### src/rtl/flash_wp_pkg.sv
package flash_wp_pkg;

    localparam int ADDR_W    = 21;
    localparam int SECT_W    = 5;
    localparam int CNT_W     = 16;
    localparam int BP_W      = 3;
    localparam int BYTE_BITS = 3;

    typedef enum logic [7:0] {
        OP_WREN = 8'h06,
        OP_WRDI = 8'h04,
        OP_WRSR = 8'h01,
        OP_PP   = 8'h02,
        OP_SE   = 8'hD8,
        OP_BE   = 8'hC7
    } flash_op_e;

    typedef struct packed {
        logic is_wren;
        logic is_wrdi;
        logic is_wrsr;
        logic is_pp;
        logic is_se;
        logic is_be;
    } cmd_kind_t;

    typedef struct packed {
        logic go;
        logic rej;
    } verdict_t;

    // Protected span grows from the top of the array: code n locks 2^(n-1) sectors.
    function automatic logic sector_locked(input logic [BP_W-1:0] bp,
                                           input int sect,
                                           input int sect_bits);
        int span;
        if (bp == '0) return 1'b0;
        if (int'(bp) - 1 >= sect_bits) return 1'b1;
        span = 1 << (int'(bp) - 1);
        return sect >= ((1 << sect_bits) - span);
    endfunction

endpackage

### src/rtl/wp_cmd_classify.sv
module wp_cmd_classify
    import flash_wp_pkg::*;
(
    input  logic [7:0] opcode,
    output cmd_kind_t  kind
);
    always_comb begin
        kind         = '0;
        kind.is_wren = (opcode == OP_WREN);
        kind.is_wrdi = (opcode == OP_WRDI);
        kind.is_wrsr = (opcode == OP_WRSR);
        kind.is_pp   = (opcode == OP_PP);
        kind.is_se   = (opcode == OP_SE);
        kind.is_be   = (opcode == OP_BE);
    end
endmodule

### src/rtl/wp_region_check.sv
module wp_region_check
    import flash_wp_pkg::*;
#(
    parameter int S_W = SECT_W
) (
    input  logic [BP_W-1:0] bp,
    input  logic [S_W-1:0]  sect,
    output logic            locked
);
    localparam int NSECT = 1 << S_W;

    logic [NSECT-1:0] lock_map;

    for (genvar g = 0; g < NSECT; g++) begin : g_sect
        assign lock_map[g] = sector_locked(bp, g, S_W);
    end

    assign locked = lock_map[sect];
endmodule

### src/rtl/wp_state_regs.sv
module wp_state_regs
    import flash_wp_pkg::*;
(
    input  logic            clk,
    input  logic            rst,
    input  logic            set_wel,
    input  logic            clr_wel,
    input  logic            load_sr,
    input  logic [7:0]      sr_data,
    input  logic            wp_n,
    output logic            wel,
    output logic [BP_W-1:0] bp,
    output logic            srwd
);
    logic unused_sr_bits;
    assign unused_sr_bits = ^{sr_data[6:5], sr_data[1:0]};

    always_ff @(posedge clk) begin
        if (rst) begin
            wel  <= 1'b0;
            bp   <= '0;
            srwd <= 1'b0;
        end else begin
            if (set_wel)      wel <= 1'b1;
            else if (clr_wel) wel <= 1'b0;
            if (load_sr) begin
                srwd <= sr_data[7];
                bp   <= sr_data[4:2];
            end
        end
    end


    sr_lock_chk: assert property (@(posedge clk) disable iff (rst)
        (srwd && !wp_n) |=> ($stable(bp) && $stable(srwd)));
endmodule

### src/rtl/flash_wp_gate.sv
module flash_wp_gate
    import flash_wp_pkg::*;
#(
    parameter int A_W = ADDR_W,
    parameter int S_W = SECT_W,
    parameter int C_W = CNT_W
) (
    input  logic           clk,
    input  logic           rst,
    input  logic           cs_rise,
    input  logic [7:0]     opcode,
    input  logic [A_W-1:0] addr,
    input  logic [C_W-1:0] clk_count,
    input  logic [7:0]     sr_data,
    input  logic           wp_n,
    input  logic           busy,
    input  logic           done_strobe,
    output logic           exec_go,
    output logic           exec_reject,
    output logic [7:0]     status
);
    localparam int SECT_LSB = A_W - S_W;

    cmd_kind_t       kind;
    logic            locked;
    logic            wel;
    logic [BP_W-1:0] bp;
    logic            srwd;
    logic            is_mod;
    logic            whole_bytes;
    logic            target_ok;
    logic            allow;
    logic            set_wel;
    logic            clr_wel;
    logic            load_sr;
    verdict_t        verdict_d;
    verdict_t        verdict_q;

    logic unused_low_bits;
    assign unused_low_bits = ^{addr[SECT_LSB-1:0], clk_count[C_W-1:BYTE_BITS]};

    wp_cmd_classify u_classify (
        .opcode (opcode),
        .kind   (kind)
    );

    wp_region_check #(.S_W(S_W)) u_region (
        .bp     (bp),
        .sect   (addr[A_W-1 -: S_W]),
        .locked (locked)
    );

    wp_state_regs u_state (
        .clk     (clk),
        .rst     (rst),
        .set_wel (set_wel),
        .clr_wel (clr_wel),
        .load_sr (load_sr),
        .sr_data (sr_data),
        .wp_n    (wp_n),
        .wel     (wel),
        .bp      (bp),
        .srwd    (srwd)
    );

    always_comb begin
        is_mod      = kind.is_pp | kind.is_se | kind.is_be | kind.is_wrsr;
        whole_bytes = (clk_count[BYTE_BITS-1:0] == '0);
        target_ok   = 1'b1;
        if (kind.is_pp || kind.is_se) target_ok = !locked;
        if (kind.is_be)               target_ok = (bp == '0);
        if (kind.is_wrsr)             target_ok = !(srwd && !wp_n);
        allow       = wel && whole_bytes && target_ok;

        verdict_d.go  = cs_rise && is_mod && allow;
        verdict_d.rej = cs_rise && is_mod && !allow;

        set_wel = cs_rise && kind.is_wren;
        clr_wel = (cs_rise && kind.is_wrdi) || done_strobe;
        load_sr = verdict_d.go && kind.is_wrsr;
    end

    always_ff @(posedge clk) begin
        if (rst) verdict_q <= '0;
        else     verdict_q <= verdict_d;
    end

    assign exec_go     = verdict_q.go;
    assign exec_reject = verdict_q.rej;
    assign status      = {srwd, 2'b00, bp, wel, busy};


    verdict_excl_chk: assert property (@(posedge clk) disable iff (rst)
        !(exec_go && exec_reject));


    verdict_src_chk: assert property (@(posedge clk) disable iff (rst)
        (exec_go || exec_reject) |-> $past(cs_rise));


    go_needs_wel_chk: assert property (@(posedge clk) disable iff (rst)
        exec_go |-> $past(status[1]));


    go_count_chk: assert property (@(posedge clk) disable iff (rst)
        exec_go |-> ($past(clk_count[BYTE_BITS-1:0]) == '0));


    be_bp_chk: assert property (@(posedge clk) disable iff (rst)
        (exec_go && ($past(opcode) == OP_BE)) |-> ($past(status[4:2]) == '0));


    wel_rise_chk: assert property (@(posedge clk) disable iff (rst)
        $rose(status[1]) |-> $past(cs_rise && (opcode == OP_WREN)));


    wel_done_chk: assert property (@(posedge clk) disable iff (rst)
        (done_strobe && !(cs_rise && (opcode == OP_WREN))) |=> !status[1]);
endmodule

### config.mk
export PLATFORM = sky130hd
export DESIGN_NAME = flash_wp_gate
export DESIGN_NICKNAME = d
export VERILOG_FILES = /design/src/rtl/flash_wp_pkg.sv /design/src/rtl/wp_cmd_classify.sv /design/src/rtl/wp_region_check.sv /design/src/rtl/wp_state_regs.sv /design/src/rtl/flash_wp_gate.sv
export SDC_FILE = /design/constraint.sdc
export NUM_CORES = 1
export LEC_CHECK = 0
export BUFFER_PORTS_ARGS = -buffer_cell sky130_fd_sc_hd__buf_2
export CELL_PAD_IN_SITES_DETAIL_PLACEMENT = 0
export CELL_PAD_IN_SITES_GLOBAL_PLACEMENT = 1
export CORE_ASPECT_RATIO = 0.6
export CORE_UTILIZATION = 35
export DETAILED_ROUTE_END_ITERATION = 10
export PLACE_DENSITY = 0.91
export SLEW_MARGIN = 20
export SYNTH_ARGS = -nofsm -noshare
export SYNTH_HDL_FRONTEND = slang
export SYNTH_SLANG_ARGS = --single-unit
### constraint.sdc
create_clock -name clk -period 9.5 [get_ports clk]
set_input_delay 1.9 -clock clk [delete_from_list [all_inputs] [get_ports clk]]
set_output_delay 1.9 -clock clk [all_outputs]
set_load 0.02 [all_outputs]
# Yosys cells after proc, flatten, opt, wreduce, memory -nomap -nowiden
# Index checks and enable logic that the tools add are counted.
# word_totals
regBits,7
word_cells,145
inputBits,59
output_inout_bits,10
# classes
eq_ne,6
magnitude_cmp,34
add_sub_neg,2
bitwise_logic,3
reduce_logical,18
n_shift,1
mux,76
# ops
operator,count
greater-or-equal comparator 6 x 32 -> 1 bit (first input constant),16
greater-or-equal comparator 5 x 32 -> 1 bit (first input constant),8
greater-or-equal comparator 4 x 32 -> 1 bit (first input constant),4
two-way mux 1 bit,75
greater-or-equal comparator 3 x 32 -> 1 bit (first input constant),2
greater-or-equal comparator 1 x 32 -> 1 bit (first input constant),1
greater-or-equal comparator 2 x 32 -> 1 bit (first input constant),1
greater-or-equal comparator 32 x 4 -> 1 bit (second input constant),1
<< shifter 1 x 32 -> 32 bit (first input constant),1
subtractor 7 x 32 -> 32 bit (first input constant),1
== test 8 x 3 -> 1 bit (second input constant),2
== test 8 bit (second input constant),2
logical AND 1 bit,9
== test 8 x 1 -> 1 bit (second input constant),1
== test 8 x 2 -> 1 bit (second input constant),1
zero test 3 bit,2
< comparator 5 x 6 -> 1 bit (second input constant),1
binary-select mux 1 bit (select 5 bit),1
zero test 1 bit,4
subtractor 3 x 1 -> 4 bit (second input constant),1
bitwise OR 1 bit,3
logical OR 1 bit,2
nonzero test 2 bit,1

# Logic depth before layout (Yosys ltp)
# Gate-level depths: netlist (run 1).
# depth
depth_word,15
mapped_depth,16
mapped_depth_nobuf,15

# By module
# A second synthesis (run 1) with hierarchy kept.
# unflattened
hier_cells,164
area_unflattened_um2,1237.4
# modules_own_cells
module,area_each_um2,instances,cells_per_inst,seq_area_each_um2
wp_region_check,753.2,1,110,0.0
flash_wp_gate,196.4,1,24,40.0
wp_state_regs,175.2,1,17,100.1
wp_cmd_classify,112.6,1,13,0.0

# Least setup slack after synthesis (run 1)
# Ideal clock, no wire load.
# synth_timing
kind,input port to output port
startpoint,input busy
endpoint,output status[0]
cell_stages,1
path_slack_ns,5.566
n_path_buf,1
arrival_ns,2.034
t_required_ns,7.600
cell_sequence,buf_4
# synth_rtl
item,line,source
"start, declared",flash_wp_gate.sv:16,"input logic busy,"
"end, declared",flash_wp_gate.sv:20,output logic [7:0] status
# No word-level cell between the ends.

# Final worst setup path (run 1)
# layout_timing
startpoint,register u_state.bp[0]
endpoint,register verdict_q (netlist bit exec_reject)
# layout_via
elab_chain_cells,15
word_cells_on_any_way,114
classes_between,add/sub (2); order compare (33); shift (1); mux (73); reduce/logical (5)
# layout_lines
item,line,source
"start, declared",wp_state_regs.sv:12,"output logic [BP_W-1:0] bp,"
"start signal, assigned",wp_state_regs.sv:28,bp <= sr_data[4:2];
subtractor 3 x 1 -> 4 bit,"flash_wp_pkg.sv:38, flash_wp_pkg.sv:39",
<< shifter 1 x 32 -> 32 bit / greater-or-equal comparator 32 x 4 -> 1 bit (equally long branches),"flash_wp_pkg.sv:39, flash_wp_pkg.sv:38",
subtractor 7 x 32 -> 32 bit / two-way mux 1 bit (equally long branches),"flash_wp_pkg.sv:40, flash_wp_pkg.sv:38",
"greater-or-equal comparator 1 x 32 -> 1 bit, or another cell as far along",flash_wp_pkg.sv:40,return sect >= ((1 << sect_bits) - span);
two-way mux 1 bit,flash_wp_pkg.sv:39,span = 1 << (int'(bp) - 1);
two-way mux 1 bit,flash_wp_pkg.sv:38,if (int'(bp) - 1 >= sect_bits) return 1'b1;
binary-select mux 1 bit (select 5 bit),wp_region_check.sv:18,assign locked = lock_map[sect];
two-way mux 1 bit (implied by the code),wp_region_check.sv:18,
zero test 1 bit,flash_wp_gate.sv:70,if (kind.is_pp || kind.is_se) target_ok = !locked;
two-way mux 1 bit,flash_wp_gate.sv:70,
two-way mux 1 bit *,flash_wp_gate.sv:71,if (kind.is_be) target_ok = (bp == '0);
two-way mux 1 bit *,flash_wp_gate.sv:72,if (kind.is_wrsr) target_ok = !(srwd && !wp_n);
logical AND 1 bit *,flash_wp_gate.sv:73,allow = wel && whole_bytes && target_ok;
zero test 1 bit *,flash_wp_gate.sv:76,verdict_d.rej = cs_rise && is_mod && !allow;
logical AND 1 bit *,flash_wp_gate.sv:76,
"end signal, assigned",flash_wp_gate.sv:85,else verdict_q <= verdict_d;
"end, declared",flash_wp_gate.sv:37,verdict_t verdict_q;
# Mark *: on every way between the ends. The rest lies on a longest branch, timed or not. The select of a mux whose other input is x is not followed.
# A chain may end at the register's enable or synchronous reset.

==> out/qor.csv, run 1 <==
metric,value,unit
finalNetCount,293,
place_congestion,0.873,
path_clk_slew,0.04,ns
routed_wl,3.86,mm
critical_path_required,9.62,ns
setup_viol,0,
grt_pass1_vias,1257,
layout-drive-gt1-share,23.9,%
maxSlewHeadroom,63.1,%
cts_root_buf,clkbuf_8,
drt-initial-drc-count,140,
critical-path-max-stage-delay,0.60,ns
yosysMostFrequentCell,nor2_1,
dp_slack,5.16,ns
min_path_type,reg2reg,
fin_ws,5.10,ns
cpLargestDelayFamily,simple AND/OR/NAND/NOR gates,
track_usage,17.7,%
grt_start_max_net_pins,14,
cts_resized,0,
portBuffers,31,
arrival,4.52,ns
reg2reg_from,u_state.bp[0],
initial_core_util,38.2,%
reg2reg_slack,5.10,ns
power_per_cell_area,52.3,nW/um2
fin_crit_sh,46.3,%
place_hpwl,3.14,mm
synth.largest_area_cell,dfxtp_1,
crit_buf_inv,2,
antenna_found_initial,0,
synth-edff-count,0,
hold_viol,0,
cts_tree,done,
synth.ff_latch_count,7,
cp_max_fo,13,
htreeDepth,1,
worstSetupStartpointType,register,
nFillCells,391,
yosysWarnings,0,
maxSlewViolCount,0,
cap_violations,0,
skew,0.000879,ns
clk_path_buf_depth,2,
synth.top_cells.by_count,"nor2_1 (18), nand2_1 (14), ha_1 (11), inv_1 (11), o21ai_0 (9)",
cts_sinks,7,
wl_per_cell,14.3,um
synthCells,197,
hold_path.startpoint,u_state.srwd,
num_rows,17,
postSynthAreaPerCell,7.42,um2
grt_pass1_wl,6.19,mm
postCtsSetupBuffers,0,
critical_path_depth,15,
drt-pass1-iter-count,4,
peakVddDrop,0.0298,mV
rsz0062_at_grt,false,
critical_path_class,reg2reg,
die-height,52.1,um
clock_latency,0.23,ns
area_growth,12.6,%
synth_top_flop_cell,dfxtp_1,
antenna_cells,0,
min_period,4.40,ns
drc_errors,0,
ys_types,65,
crit_slowest_cell,dfxtp_1,
yosysTopAreaCellShare,9.58,%
reg2reg_to,exec_reject,
p_leak,0.672,nW
outcome,completed,
cp-end-kind,register,
io_pins,69,
netlist_top_cells_area,"dfxtp_1 (9.6%), ha_1 (9.4%), nor2_1 (4.6%), buf_4 (4.1%), nand2_1 (3.6%)",
syn_area,1460,um2
die_w,85.5,um
holdPathEnd,u_state.srwd,
fmaxAchievable,227,MHz
fin_setup_tns,0,ns
async_flop_share,0,%
synth_seq_area_share,9.58,%
numCtsBuffers,3,
ff2ff_path_depth,15,
ant_nets,0,
via_per_inst,5.80,
coreArea,3830,um2
holdPathStages,2,
holdBufCountCts,0,
die_area,4450,um2
timing.critical_path.cells,"inv_1, ha_1, or2_1, o21a_1, nor2_1, inv_1, ha_1, or2b_1, nand3b_2, nand3_2, a2111oi_2, o2111ai_1, o211a_1, or4_4, and4b_1",
vias,1559,
grt.overflow.total,0,
worst_pin_slew,0.548,ns
[state kept, by name, indices dropped and copies added (netlist names)]
| register | cells |
|---|---|
| u_state.bp | 3 |
| exec_go | 1 |
| exec_reject | 1 |
| u_state.srwd | 1 |
| u_state.wel | 1 |
[metal layers]
metal / up-vias / part of all wire [%] / GRT usage, %
li1: 778 / - / -
met1: 685 / 54 / 28.2
met2: 93 / 35 / 24.0
met3: 3 / 9.8 / 1.75
met4: 0 / 0.91 / 5.28
met5: - / 0 / 0
[worst max-delay path by stage]
stage                             end     startpoint
after floorplan             status[0]           busy
after global placement    exec_reject  u_state.bp[0]
after detailed placement  exec_reject  u_state.bp[0]
after CTS                 exec_reject  u_state.bp[0]
after global routing      exec_reject  u_state.bp[0]
final                     exec_reject  u_state.bp[0]
[tightest hold or removal path, delay by kind of cell, from the launching register on]
kind / cells / cell delay, ns
flops: 1 / 0.33
mux: 1 / 0.07
simple gates: 1 / 0.08
[per-stage QoR]
stage	hold WS [ns]	utilization (%)	std cells	power, mW	instance area, um2
CTS	0.539	43.0	269	0.0867	1650
global route	0.581	43.0	269	0.0906	1650
detailed placement	0.531	41.8	265	0.0439	1600
finish	0.524	43.0	269	0.0862	1650
floorplan	0.476	-	198	0.0369	1470
global placement	0.489	41.8	265	0.0439	1600
[power breakdown]
group          switching [mW]  total [mW]  internal, mW
clock                  0.0132      0.0423        0.0290
sequential         0.00000588      0.0296        0.0296
combinational         0.00813      0.0143       0.00619
total                  0.0214      0.0862        0.0648
[layout by cell type, fill, tap and decap left out, types with 7 or more instances in the layout]
| cell | Yosys | layout |
|---|---|---|
| buf_2 | 0 | 31 |
| o21ai_0 | 9 | 9 |
| inv_1 | 11 | 11 |
| a21oi_1 | 8 | 8 |
| ha_1 | 11 | 11 |
| nor2_1 | 18 | 18 |
| nand2_1 | 14 | 14 |
| nor3_1 | 8 | 8 |
| dfxtp_1 | 7 | 7 |
[kinds of logic after synthesis]
logic type                 after synthesis  synth area share, %
xor gates and xnor gates                 3                 2.31
AOI/OAI and AO/OA                       57                 30.0
adders and majority gates               14                 11.5
other                                    1                0.256
DFF                                      7                 9.58
and+or+nand+nor                         87                 34.5
muxes                                    5                 3.42
buffers and inverters                   23                 8.47
[area by class of cell]
class | count | area, um2 | share of cell area [%]
timing repair buffer | 31 | 155 | 9.42
tap | 47 | 58.8 | 3.57
clock buffer | 4 | 45.0 | 2.74
multi-input combinational | 168 | 1200 | 73.0
inverter | 12 | 45.0 | 2.74
sequential | 7 | 140 | 8.51
Power figures use the tool's default switching activity.
==> inputs of run 2 (changes only) <==
- ABC_AREA: unset -> 1
- CORE_UTILIZATION: 35 -> 32
- PLACE_DENSITY: 0.91 -> 0.86
- clock period: 9.5 -> 4.3 ns (I/O delays scaled with it)
==> run 2 against run 1 <==
  * Area after synthesis rose by 17%
  * Critical path depth rose by 16
  * Cell area rose by 19%
  * Power rose by 140%
  * Worst setup slack got worse by 4.6 ns
  * Combinational power rose to 3.3 times the previous value
  * Clock power rose by 120%
  * Clock skew rose by 0.00094 ns
  * Sequential cell count did not move
  * Die area rose by 28%
  * Synthesized cell count rose by 56%
  * Utilization fell by 4.6 points
==> out/qor.csv, run 2 <==
metric,value,unit
outcome,completed,
async_flop_share,0,%
nFillCells,557,
power.internal,148,uW
design_area,1960,um2
synthCells,308,
wl_per_cell,12.1,um
coreArea,5100,um2
htreeDepth,1,
synth.ff_latch_count,7,
die_area,5680,um2
final_cells,403,
portBuffers,31,
rsz0062_at_grt,false,
synth_top_flop_cell,dfxtp_1,
cts_sinks,7,
critical_path_class,reg2reg,
worstSetupStartpointType,register,
mostFrequentLayoutCell,nand2_1,
place_hpwl,4.00,mm
cp_common_cell,nand2_1,
power_per_cell_area,105,nW/um2
num_rows,20,
hold_viol,0,
fin_hold_ws,0.493,ns
cap_violations,0,
combPwrFrac,22.9,%
netlist_top_cells_area,"nand2_1 (17%), nand3_1 (12%), dfxtp_1 (8.2%), ha_1 (8.0%), nor2_1 (7.9%)",
synth.largest_area_cell,nand2_1,
die_w,96.6,um
p_leak,1.04,nW
drt-pass1-iter-count,5,
cts_tree,done,
drc_errors,0,
postSynthAreaPerCell,5.58,um2
fin_ws,0.522,ns
die-height,58.8,um
grt.overflow.total,0,
swShare,28.4,%
vias,2119,
dp_slack,0.555,ns
dr_wl_met2,1.82,mm
track_usage,18.0,%
total_power,207,uW
postCtsSetupBuffers,0,
ant_nets,0,
antenna_cells,0,
crit_slowest_cell,dfxtp_1,
dp.cells,399,
antenna_found_initial,0,
synth.top_cells.by_count,"nand2_1 (78), nand3_1 (40), nor2_1 (36), inv_1 (34), a21oi_1 (15)",
post-route-util,38.4,%
clock_latency,0.23,ns
grt_pass1_wl,8.02,mm
yosysMostFrequentCell,nand2_1,
clkPwrFrac,45.5,%
critical-path-max-stage-delay,0.48,ns
routed_wl,4.86,mm
grt_pass1_vias,1770,
drt-initial-drc-count,264,
mostFrequentLayoutCells,"nand2_1 (78), nand3_1 (40), nor2_1 (36)",
routed.top_layer,met4,
place_congestion,0.971,
fin_setup_tns,0,ns
via_per_inst,5.26,
seq_power_share,31.6,%
numCtsBuffers,3,
layout-drive-gt1-share,22.3,%
cp-end-kind,register,
io_pins,69,
syn_area,1720,um2
min_period,3.78,ns
fmaxAchievable,265,MHz
grt_start_max_net_pins,17,
ys_types,36,
min_path_type,reg2reg,
setup_viol,0,
synth-edff-count,0,
arrival,3.90,ns
peakVddDrop,0.0745,mV
cp_max_fo,8,
routed-wl-met3,629,um
cts_resized,0,
switchingPower,58.6,uW
holdBufCountCts,0,
wl_met1,2.39,mm
yosysWarnings,0,
area_growth,14.0,%
synth_seq_area_share,8.16,%
placed_cell_area,1910,um2
skew,0.00182,ns
fin_crit_sh,87.8,%
yosysTopAreaCellShare,17.0,%
maxSlewViolCount,0,
top_register,u_state.bp,
critical_path_required,4.42,ns
cts_root_buf,clkbuf_8,
finalNetCount,408,
largest_reg_flops,3,
path_clk_slew,0.04,ns
initial_core_util,33.7,%
clk_path_buf_depth,2,
==> run 2: metal layers <==
layer / track usage, % / vias up
met1: 27.3 / 924
met5: 0 / -
met4: 3.15 / 0
met3: 5.17 / 6
met2: 25.2 / 131
li1: - / 1058
==> run 2: final cells by class <==
class / instances / area, um2 / share of cell area [%]
inverter: 43 / 164 / 8.37
clock buffer: 4 / 45.0 / 2.30
sequential: 7 / 140 / 7.16
tap: 66 / 82.6 / 4.22
timing repair buffer: 31 / 155 / 7.92
multi-input combinational: 252 / 1370 / 70.0
==> run 2: power groups by stage <==
| stage | registers (mW) | clock network [mW] | logic [mW] |
|---|---|---|---|
| 6_report | 0.0652 | 0.0940 | 0.0473 |
| 5_1_grt | 0.0651 | 0.104 | 0.0523 |
| 4_1_cts | 0.0652 | 0.0960 | 0.0462 |
| 3_5_place_dp | 0.0664 | 0 | 0.0460 |
| 3_3_place_gp | 0.0663 | 0 | 0.0464 |
| 2_1_floorplan | 0.0664 | 0 | 0.0289 |
==> run 2: worst paths after layout <==
path	from	to	slack (ns)	depth (start not counted)
worst max-delay path	u_state.bp[0]	u_state.bp[1]	0.52	31
worst min-delay path	u_state.wel	u_state.wel	0.49	2
worst max register to register	u_state.bp[0]	u_state.bp[1]	0.52	31
worst min register to register	u_state.wel	u_state.wel	0.49	2
==> run 2: cell families (layout without fill, tap and decap cells) <==
kind of cell / after synthesis / count (layout) / synth area share (%)
AND/OR/NAND/NOR: 202 / 202 / 58.4
buffers and inverters: 50 / 78 / 12.2
AO/OA/AOI/OAI: 37 / 37 / 13.0
adder cells (fa/ha/maj): 11 / 11 / 8.01
flip-flops: 7 / 7 / 8.16
other: 1 / 2 / 0.218
==> run 2: critical path, delay by kind of cell, from the launching register on <==
family	cells	cell delay [ns]
AO/OA/AOI/OAI	1	0.24
adder cells (fa/ha/maj)	2	0.49
buffers and inverters	4	0.40
flip-flops	1	0.48
AND/OR/NAND/NOR	24	2.06
==> inputs of run 3 (changes only) <==
- CAP_MARGIN: unset -> 20
- CORE_MARGIN: unset -> 1.5
==> run 3 against run 2 <==
  * Critical path depth is 2 lower
  * Sequential power hardly changed
  * Count of clock-buffer cells in the layout stayed put
  * First-iteration DRC count is 0.38% higher
  * Non-clock buffer count stayed put
  * Via count stayed put
  * Combinational power hardly changed
  * Fmax is 1.1% lower
  * Highest routed layer unchanged
  * Register-to-register slack worse by 0.04 ns
  * Largest power group unchanged
==> out/qor.csv, run 3 (synthesized netlist as in run 2, its figures left out) <==
metric,value,unit
worstSetupStartpointType,register,
crit_buf_inv,4,
num_rows,20,
fmaxAchievable,262,MHz
numCtsBuffers,3,
min_period,3.82,ns
htreeDepth,1,
fin_crit_sh,88.9,%
p_leak,1.04,nW
drt-initial-drc-count,265,
die_w,97.6,um
place_hpwl,3.98,mm
cp_max_fo,8,
track_usage,17.3,%
mostFrequentLayoutCells,"nand2_1 (78), nand3_1 (40), nor2_1 (36)",
via_per_inst,5.26,
grt_start_max_net_pins,17,
clock_latency,0.22,ns
power_per_cell_area,104,nW/um2
arrival,3.94,ns
wl_per_cell,12.1,um
antenna_found_initial,0,
outcome,completed,
cts_tree,done,
maxSlewViolCount,0,
ant_nets,0,
layout-drive-gt1-share,22.3,%
finalNetCount,408,
fin_setup_tns,0,ns
place_congestion,0.920,
rsz0062_at_grt,false,
setup_viol,0,
antenna_cells,0,
crit_slowest_cell,dfxtp_1,
grt_pass1_wl,8.31,mm
largest_reg_flops,3,
top_register,u_state.bp,
critical_path_required,4.42,ns
critical-path-max-stage-delay,0.49,ns
final_cells,403,
io_pins,69,
cap_violations,0,
multi_input_area,1370,um2
drc_errors,0,
path_clk_slew,0.04,ns
cp_common_cell,nand2_1,
skew,0.000798,ns
die_area,5830,um2
grt_pass1_vias,1835,
cts_root_buf,clkbuf_8,
portBuffers,31,
area_growth,14.0,%
grt.overflow.total,0,
cpLargestDelayFamily,simple AND/OR/NAND/NOR gates,
cp-end-kind,register,
drt-pass1-iter-count,5,
cts_sinks,7,
routed_wl,4.90,mm
min_path_type,reg2reg,
vias,2119,
mostFrequentLayoutCell,nand2_1,
initial_core_util,33.7,%
hold_viol,0,
coreArea,5100,um2
holdBufCountCts,0,
clk_path_buf_depth,2,
critical_path_class,reg2reg,
nFillCells,582,
dp.cells,399,
die-height,59.8,um
seqCellArea,140,um2
peakVddDrop,0.0758,mV
==> run 3: cell counts in the layout (fill, tap and decap cells not counted) <==
Identical to the previous run, type by type.
==> run 3: per-stage QoR <==
step | power, mW | setup WS, ns | hold slack (ns) | util [%] | cell area, um2
final | 0.205 | 0.479 | 0.510 | 38.4 | 1960
after CTS | 0.208 | 0.460 | 0.518 | 38.4 | 1960
after global placement | 0.113 | 0.524 | 0.481 | 37.5 | 1910
after global routing | 0.218 | 0.0157 | 0.548 | 38.4 | 1960
after detailed placement | 0.113 | 0.486 | 0.512 | 37.5 | 1910
after floorplan | 0.0953 | 0.993 | 0.464 | - | 1720
==> run 3: final timing paths <==
path	depth (start not counted)	end	from	slack, ns
worst max-delay path	29	u_state.bp[0]	u_state.bp[0]	0.48
worst min-delay path	2	u_state.wel	u_state.wel	0.51
worst max register to register	29	u_state.bp[0]	u_state.bp[0]	0.48
worst min register to register	2	u_state.wel	u_state.wel	0.51
==> run 3: repair_timing <==
item                                    CTS  global route
endpoints found under the setup margin    0             4
setup buffers                             0             0
resized for setup                         0             1
==> run 3: cell type report <==
cell class                 count  area share, %
clock buffer                   4           2.30
inverter                      43           8.37
multi-input combinational    252           70.0
sequential                     7           7.16
tap                           66           4.22
timing repair buffer          31           7.92
==> run 3: routing by layer <==
layer / track usage, % / vias up / wire (um)
met5: 0 / - / 0
met4: 3.67 / 0 / 42
met3: 3.63 / 8 / 497
met2: 24.4 / 118 / 1800
met1: 26.6 / 928 / 2550
li1: - / 1065 / -
==> run 3: worst reg2reg max path: cells and delay by family (launching register included) <==
kind | cells | cell delay (ns)
AND/OR/NAND/NOR | 20 | 1.89
adder cells (fa/ha/maj) | 2 | 0.50
flip-flops | 1 | 0.49
AO/OA/AOI/OAI | 3 | 0.43
buffers and inverters | 4 | 0.43
==> run 3: power by group <==
group,internal [mW],switching [mW],total (mW)
Clock,0.0641,0.0279,0.0920
Sequential,0.0653,0.0000168,0.0653
Combinational,0.0184,0.0289,0.0473
